**src/rtl/sft_pkg.sv**
```systemverilog
package sft_pkg;

    localparam int unsigned DATA_W = 8;
    localparam int unsigned CNT_W  = 7;
    localparam int unsigned REM_W  = 4;

    typedef enum logic [1:0] {
        BAUD_SYNC = 2'b00,
        BAUD_X1   = 2'b01,
        BAUD_X16  = 2'b10,
        BAUD_X64  = 2'b11
    } baud_e;

    typedef enum logic [1:0] {
        STOP_BAD  = 2'b00,
        STOP_ONE  = 2'b01,
        STOP_ONEH = 2'b10,
        STOP_TWO  = 2'b11
    } stop_e;

    typedef struct packed {
        stop_e      stop;
        logic       even;
        logic       par_en;
        logic [1:0] clen;
        baud_e      baud;
    } mode_t;

    typedef enum logic [2:0] {
        SQ_IDLE,
        SQ_START,
        SQ_DATA,
        SQ_PARITY,
        SQ_STOP
    } seq_e;

    function automatic logic [CNT_W-1:0] bit_len_m1(baud_e b);
        case (b)
            BAUD_X16: return CNT_W'(15);
            BAUD_X64: return CNT_W'(63);
            default:  return CNT_W'(0);
        endcase
    endfunction

    function automatic logic [CNT_W-1:0] stop_len_m1(stop_e s, baud_e b);
        case (b)
            BAUD_X16: begin
                case (s)
                    STOP_ONEH: return CNT_W'(23);
                    STOP_TWO:  return CNT_W'(31);
                    default:   return CNT_W'(15);
                endcase
            end
            BAUD_X64: begin
                case (s)
                    STOP_ONEH: return CNT_W'(95);
                    STOP_TWO:  return CNT_W'(127);
                    default:   return CNT_W'(63);
                endcase
            end
            default: begin
                if (s == STOP_ONEH || s == STOP_TWO) return CNT_W'(1);
                return CNT_W'(0);
            end
        endcase
    endfunction

    function automatic logic [REM_W-1:0] last_bit_idx(logic [1:0] clen);
        return REM_W'(4) + REM_W'(clen);
    endfunction

    function automatic logic [DATA_W-1:0] mask_data(logic [DATA_W-1:0] d, logic [1:0] clen);
        logic [DATA_W-1:0] m;
        m = {DATA_W{1'b1}} >> (2'd3 - clen);
        return d & m;
    endfunction

    function automatic logic parity_of(logic [DATA_W-1:0] d, logic even);
        return even ? (^d) : ~(^d);
    endfunction

endpackage

```
**src/rtl/sft_hold_reg.sv**
```systemverilog
module sft_hold_reg #(
    parameter int unsigned W = 8
) (
    input  logic         clk,
    input  logic         rst,
    input  logic         wr_i,
    input  logic [W-1:0] din_i,
    input  logic         take_i,
    output logic         full_o,
    output logic [W-1:0] dout_o
);
    logic         full_q;
    logic [W-1:0] data_q;

    always_ff @(posedge clk) begin
        if (rst) begin
            full_q <= 1'b0;
            data_q <= '0;
        end else begin
            if (wr_i) begin
                data_q <= din_i;
                full_q <= 1'b1;
            end else if (take_i) begin
                full_q <= 1'b0;
            end
        end
    end

    assign full_o = full_q;
    assign dout_o = data_q;
endmodule

```
**src/rtl/sft_bit_timer.sv**
```systemverilog
module sft_bit_timer #(
    parameter int unsigned CW = 7
) (
    input  logic          clk,
    input  logic          rst,
    input  logic          load_i,
    input  logic [CW-1:0] len_m1_i,
    output logic          done_o
);
    logic [CW-1:0] cnt_q;

    always_ff @(posedge clk) begin
        if (rst) begin
            cnt_q <= '0;
        end else if (load_i) begin
            cnt_q <= len_m1_i;
        end else if (cnt_q != '0) begin
            cnt_q <= cnt_q - 1'b1;
        end
    end

    assign done_o = (cnt_q == '0);
endmodule

```
**src/rtl/sft_frame_seq.sv**
```systemverilog
module sft_frame_seq
    import sft_pkg::*;
(
    input  logic                     clk,
    input  logic                     rst,
    input  logic                     pending_i,
    input  logic [DATA_W-1:0]        hold_data_i,
    input  mode_t                    mode_i,
    input  logic                     done_i,
    output logic                     take_o,
    output logic                     load_o,
    output logic [CNT_W-1:0]         len_m1_o,
    output logic                     line_o,
    output logic                     busy_o
);
    seq_e              state_q;
    mode_t             mode_q;
    logic [DATA_W-1:0] shreg_q;
    logic              par_q;
    logic [REM_W-1:0]  rem_q;
    logic              line_q;
    logic              to_stop;
    logic [DATA_W-1:0] fresh;

    assign to_stop = (state_q == SQ_PARITY) ||
                     (state_q == SQ_DATA && rem_q == '0 && !mode_q.par_en);
    assign fresh   = mask_data(hold_data_i, mode_i.clen);

    always_comb begin
        take_o   = 1'b0;
        load_o   = 1'b0;
        len_m1_o = '0;
        case (state_q)
            SQ_IDLE: begin
                if (pending_i) begin
                    take_o   = 1'b1;
                    load_o   = 1'b1;
                    len_m1_o = bit_len_m1(mode_i.baud);
                end
            end
            SQ_START, SQ_DATA, SQ_PARITY: begin
                if (done_i) begin
                    load_o   = 1'b1;
                    len_m1_o = to_stop ? stop_len_m1(mode_q.stop, mode_q.baud)
                                       : bit_len_m1(mode_q.baud);
                end
            end
            SQ_STOP: begin
                if (done_i && pending_i) begin
                    take_o   = 1'b1;
                    load_o   = 1'b1;
                    len_m1_o = bit_len_m1(mode_i.baud);
                end
            end
            default: ;
        endcase
    end

    always_ff @(posedge clk) begin
        if (rst) begin
            state_q <= SQ_IDLE;
            mode_q  <= '0;
            shreg_q <= '0;
            par_q   <= 1'b0;
            rem_q   <= '0;
            line_q  <= 1'b1;
        end else if (take_o) begin
            state_q <= SQ_START;
            mode_q  <= mode_i;
            shreg_q <= fresh;
            par_q   <= parity_of(fresh, mode_i.even);
            line_q  <= 1'b0;
        end else begin
            case (state_q)
                SQ_START: begin
                    if (done_i) begin
                        state_q <= SQ_DATA;
                        line_q  <= shreg_q[0];
                        shreg_q <= shreg_q >> 1;
                        rem_q   <= last_bit_idx(mode_q.clen);
                    end
                end
                SQ_DATA: begin
                    if (done_i) begin
                        if (rem_q != '0) begin
                            line_q  <= shreg_q[0];
                            shreg_q <= shreg_q >> 1;
                            rem_q   <= rem_q - 1'b1;
                        end else if (mode_q.par_en) begin
                            state_q <= SQ_PARITY;
                            line_q  <= par_q;
                        end else begin
                            state_q <= SQ_STOP;
                            line_q  <= 1'b1;
                        end
                    end
                end
                SQ_PARITY: begin
                    if (done_i) begin
                        state_q <= SQ_STOP;
                        line_q  <= 1'b1;
                    end
                end
                SQ_STOP: begin
                    if (done_i) begin
                        state_q <= SQ_IDLE;
                    end
                end
                default: state_q <= SQ_IDLE;
            endcase
        end
    end

    assign line_o = line_q;
    assign busy_o = (state_q != SQ_IDLE);
endmodule

```
**src/rtl/serial_frame_tx.sv**
```systemverilog
module serial_frame_tx
    import sft_pkg::*;
(
    input  logic       clk,
    input  logic       rst,
    input  logic [7:0] mode_i,
    input  logic [7:0] data_i,
    input  logic       wr_i,
    input  logic       brk_i,
    output logic       txd_o,
    output logic       rdy_o
);
    logic              full_w;
    logic [DATA_W-1:0] hold_w;
    logic              take_w;
    logic              load_w;
    logic [CNT_W-1:0]  len_w;
    logic              done_w;
    logic              line_w;
    logic              busy_w;
    mode_t             mode_w;

    assign mode_w = mode_t'(mode_i);

    sft_hold_reg #(.W(DATA_W)) u_hold (
        .clk    (clk),
        .rst    (rst),
        .wr_i   (wr_i),
        .din_i  (data_i),
        .take_i (take_w),
        .full_o (full_w),
        .dout_o (hold_w)
    );

    sft_bit_timer #(.CW(CNT_W)) u_timer (
        .clk      (clk),
        .rst      (rst),
        .load_i   (load_w),
        .len_m1_i (len_w),
        .done_o   (done_w)
    );

    sft_frame_seq u_seq (
        .clk         (clk),
        .rst         (rst),
        .pending_i   (full_w),
        .hold_data_i (hold_w),
        .mode_i      (mode_w),
        .done_i      (done_w),
        .take_o      (take_w),
        .load_o      (load_w),
        .len_m1_o    (len_w),
        .line_o      (line_w),
        .busy_o      (busy_w)
    );

    assign txd_o = brk_i ? 1'b0 : line_w;
    assign rdy_o = ~full_w;
endmodule

```
**config.mk**
```make
export PLATFORM = sky130hd
export DESIGN_NAME = serial_frame_tx
export DESIGN_NICKNAME = d
export VERILOG_FILES = /design/src/rtl/sft_pkg.sv /design/src/rtl/sft_hold_reg.sv /design/src/rtl/sft_bit_timer.sv /design/src/rtl/sft_frame_seq.sv /design/src/rtl/serial_frame_tx.sv
export SDC_FILE = /design/constraint.sdc
export NUM_CORES = 1
export LEC_CHECK = 0
export BUFFER_PORTS_ARGS = -buffer_cell sky130_fd_sc_hd__buf_2
export CORE_UTILIZATION = 60
export DETAILED_ROUTE_END_ITERATION = 8
export PLACE_DENSITY = 0.84
export SYNTH_ARGS = -nofsm -noshare
export SYNTH_HDL_FRONTEND = slang
export SYNTH_SLANG_ARGS = --single-unit
```
**constraint.sdc**
```tcl
create_clock -name clk -period 5.3 [get_ports clk]
set_clock_uncertainty 0.05 [all_clocks]
set_input_delay 1.06 -clock clk [delete_from_list [all_inputs] [get_ports clk]]
set_output_delay 1.06 -clock clk [all_outputs]
set_load 0.02 [all_outputs]
```
# Yosys cells after proc, flatten, opt, wreduce, memory -nomap -nowiden
# Cells that the tools add are included.
[op_classes]
addsub = 4
mul = 0
n_div = 0
magnitude_cmp = 0
n_eq_ne = 22
n_shift = 1
n_mux = 51
bitwise = 4
reduce_logical = 25
[op_table]
columns = ["cell", "count"]
rows = [
  ["7-bit 2-to-1 mux", 8],
  ["8-bit 2-to-1 mux", 4],
  ["7-bit one-hot mux with 2 select lines", 2],
  ["6-bit one-hot mux with 2 select lines", 2],
  ["7-bit one-hot mux with 3 select lines", 1],
  ["1-bit 2-to-1 mux", 18],
  ["3-bit 2-to-1 mux", 6],
  ["8-bit one-hot mux with 2 select lines", 1],
  ["5-bit AND reduction", 3],
  ["2-bit equality test (second input constant)", 6],
  ["4-bit 2-to-1 mux", 3],
  ["3-bit by 2-bit != test with 1-bit output (second input constant)", 4],
  ["3-bit one-hot mux with 4 select lines", 1],
  ["5-bit one-hot mux with 2 select lines", 1],
  ["8-bit AND", 1],
  ["2-bit by 1-bit != test with 1-bit output (second input constant)", 4],
  ["4-bit one-hot mux with 2 select lines", 1],
  ["4-bit AND reduction", 2],
  ["4-bit nonzero test", 2],
  ["8-bit XOR reduction", 1],
  ["8-bit by 2-bit >> shifter with 8-bit output (first input constant)", 1],
  ["7-bit logical NOT", 1],
  ["7-bit nonzero test", 1],
  ["7-bit by 1-bit subtractor with 7-bit output (second input constant)", 1],
  ["other kinds (20)", 32],
]
[totals]
reg_bits = 40
latchBits = 0
ramBits = 0
romBits = 0
input_bits = 20
out_inout_bits = 2
elab_cells = 120
n_memories = 0

# Logic depth before layout (Yosys ltp)
[logic_depth]
word_depth = 12
mapped_depth = 9
ltp_nobuf = 7

# Modules after synthesis
# From an unflattened synthesis, not the netlist that was laid out.
[unflattened]
hier_cells = 246
hier_area_um2 = 2029.4
[modules_own_cells]
columns = ["mod", "n_inst", "cells_each", "area_each_um2", "seq_area_each_um2"]
rows = [
  ["sft_frame_seq", 1, 167, 1291.2, 480.5],
  ["sft_bit_timer", 1, 47, 399.1, 140.1],
  ["sft_hold_reg", 1, 30, 321.6, 180.2],
  ["serial_frame_tx", 1, 2, 17.5, 0.0],
]

# Worst setup path before layout
# Ideal clock, no wire load.
[synth_path]
kind = "input port to output port"
startpoint = "input port brk_i"
endpoint = "output port txd_o"
arrival_time_ns = 1.364
slack_ns = 2.826
cell_stages = 1
cell_sequence = "nor2b_1"
[synth_between]
elab_chain_cells = 1
[synth_rtl]
columns = ["item", "line", "rtl"]
rows = [
  ["from (decl)", "serial_frame_tx.sv:9", "input logic brk_i,"],
  ["1-bit 2-to-1 mux", "serial_frame_tx.sv:57", "assign txd_o = brk_i ? 1'b0 : line_w;"],
  ["to (decl)", "serial_frame_tx.sv:10", "output logic txd_o,"],
]
# Every way passes these cells.

# Worst setup path after layout
[layout_path]
startpoint = "register u_timer.cnt_q[0]"
endpoint = "register u_timer.cnt_q[1]"
[layout_between]
elab_chain_cells = 5
[layout_rtl]
columns = ["item", "line", "rtl"]
rows = [
  ["from (decl)", "sft_bit_timer.sv:10", "logic [CW-1:0] cnt_q;"],
  ["from (signal assigned)", "sft_bit_timer.sv:16", "cnt_q <= len_m1_i;"],
  ["from (signal assigned)", "sft_bit_timer.sv:18", "cnt_q <= cnt_q - 1'b1;"],
  ["branches (longest 5 deep; another with 7-bit by 1-bit subtractor with 7-bit output)", "-", ""],
]
# Parallel ways; which one is timed is not known. The select of a mux whose other input is x is not followed.
# A chain may end at the register's enable or synchronous reset.

==> run metrics <==
Skew-Pair Late Insertion Delay=350 ps; WHS=418 ps; leakage power=0.818 nW; top layer in use=met4; Worst EP arrival=3000 ps; Critical Path Fanout Max=20; vias per cell=6.06; TritonRoute pass-1 iters=4; VDD IR max=0.232 mV; post-route ant nets=0; Bufs on Longest Clock Path=2; Chip Height=61.0 um; die width=61.0 um; area occupied by multi-input gates=0.00118 mm^2; sequential area share after synthesis=38.4%; Fmax achieved=358 MHz; post-synth top area share=38.4%; Final Cell Area=0.00222 mm^2; crit-path cells=inv_1 -> ha_1 -> nor3b_2 -> a21oi_1 -> nor2_1 -> a22oi_1 -> a221oi_1; initial antenna violation count=0; setup TNS=0 ps; delay-heaviest family, CP=simple AND/OR/NAND/NOR gates; FP Rows=21; vias in the first global route=1561; register area=801 um^2; CTS tree=built; H-tree levels=2; WL/cell=14.4 um; final core occ=66.4%; CP endpoint=u_timer.cnt_q[1]; Hold/Removal Path Class=register to register; met2 wire len=1.99 mm; status=complete, no violations; vias post-DR=1849; cells taking the most area after synthesis=dfxtp_1, a21oi_1, nand2_1; M1 wire length=2.09 mm; post-synthesis cell type count=55; fin crit period=2790 ps; power density over cell area=399 mW/mm^2; largest stage delay on the critical path=970 ps; Reg clk slew, reported paths=100 ps; Slew Viols, Final=0; final wirelength=4.38 mm; kind of critical path=register to register; FFs w/ async S/R, synth=0%; largest net degree at the start of global routing=46; register bit total from synthesis=40; count of flip-flops with a built-in enable after synthesis=0; Detail Route met3 WL=249 um; Tcrit/Tclk final=52.7%; r2r startpoint=u_timer.cnt_q[0]; RSZ-0062 raised after global routing=false; setup violators final=0; Synth Warn #=0; initial DRC count=90; IO Port Bufs=21; slew margin rel.=16.6%; gr usage total=26.1%; Layout Nets=282; commonest register cell after synthesis=dfxtp_1; r2r endpoint=u_timer.cnt_q[1]; first-pass GRT wire length=7.17 mm; Num CTS Buffers=5; root buffer cell=clkbuf_4; Synth area leader=dfxtp_1; Mapped Cells=245; R2R cell count=7; R2R setup slack=2510 ps; maxcap violations=0; die footprint=0.00372 mm^2; post-cts hold buffer count=0; Inserted Diodes=0; CTS Sinks=40; critical path depth=7; Commonest cells post-synth=dfxtp_1, nand2_1, a21oi_1; post-DP HPWL=3.08 mm; Crit-path slowest cell=nor2_1; share of cells above drive strength 1=14.7%; syn_area_per_cell=8.52 um^2; Setup crit start kind=register; critical path capture point type=register; critical path required time=5500 ps; GR Overflow Total=0; Resize count post-CTS=0; Hold Path Stages=2; Hold Fails Final Rpt=0; Worst Setup SP=u_timer.cnt_q[0]; count leader, synth=dfxtp_1; Core Area=0.00334 mm^2; Fillers=303; cell area after placement=0.00217 mm^2; area grow syn2layout=6.24%; Least-Margin Pin Slew=1250 ps; Crit path buffers/inverters=1; cell area after synthesis=0.00209 mm^2; Power Total=884 uW; Ports=22; Final Wtd Congestion=0.872; drc violations=0; postcts setup bufs=0; initial core utilization=62.5%; Syn Nets=268
-- layout by cell type, fill, tap and decap left out, types with 3 or more instances in the layout --
master and instances:
buf_2 21, nand2_1 26, ha_1 3, nand3_1 6, a221oi_1 4, a21oi_1 25
o21ai_0 10, xor2_1 4, dfxtp_1 40, nand4_1 4, nor2_1 22, xnor2_1 7
clkbuf_4 5, mux2i_1 8, o2bb2ai_1 5, o211ai_1 3, a22oi_1 7, inv_1 8
nor3_1 4, nor2b_1 3
-- kinds of logic after synthesis --
group / Yosys count / share of synthesized area [%]
buf+inv: 22 / 5.22
fa+ha+maj: 3 / 1.80
compound gates: 77 / 25.0
xor+xnor: 11 / 4.62
simple gates: 84 / 21.2
mux: 8 / 3.84
flops: 40 / 38.4
-- metrics by stage --
stage	setup WS (ps)	cells
floorplan	2830	245
global placement	2710	298
detailed placement	2580	298
CTS	2560	305
global route	2250	305
finish	2510	305
-- routing by layer --
metal / GRT usage (%) / up-vias
met5: 0 / -
met1: 36.7 / 851
li1: - / 929
met3: 6.61 / 5
met2: 39.6 / 64
met4: 7.47 / 0
-- power by group --
| group | switching [mW] | total (mW) | internal [mW] |
|---|---|---|---|
| clock network | 0.0937 | 0.143 | 0.0489 |
| logic | 0.215 | 0.356 | 0.141 |
| registers | 0.0450 | 0.386 | 0.341 |
-- worst min path at each step --
stage | startpoint | to
2_1_floorplan | u_seq.shreg_q[5] | u_seq.shreg_q[5]
3_3_place_gp | u_seq.mode_q[3] | u_seq.mode_q[3]
3_5_place_dp | u_seq.shreg_q[5] | u_seq.shreg_q[5]
4_1_cts | u_seq.mode_q[7] | u_seq.mode_q[7]
5_1_grt | u_seq.shreg_q[2] | u_seq.shreg_q[2]
6_report | u_seq.mode_q[7] | u_seq.mode_q[7]
-- worst reg2reg max path, cell delays in order, from the launching register on --
cell and delay, ps:
dfxtp_1 350, inv_1 90, ha_1 210, nor3b_2 310
a21oi_1 160, nor2_1 970, a22oi_1 220, a221oi_1 340
-- sequential cells by signal, indices dropped and copies added (netlist names) --
name	flops
u_hold.dout_o	8
u_seq.shreg_q	8
u_hold.full_o	1
u_seq.par_q	1
u_seq.rem_q	4
u_timer.cnt_q	7
u_seq.line_o	1
u_seq.mode_q	7
u_seq.state_q	3
-- final cells by class --
type | instances | share of cell area (%)
clock inverters | 1 | 0.226
multi-input cells | 183 | 53.1
clock buffers | 6 | 1.86
well taps | 46 | 2.60
inverters | 8 | 1.35
repair buffers | 21 | 4.74
flip-flops and latches | 40 | 36.1
No activity file was read; power rests on OpenSTA's default activity.
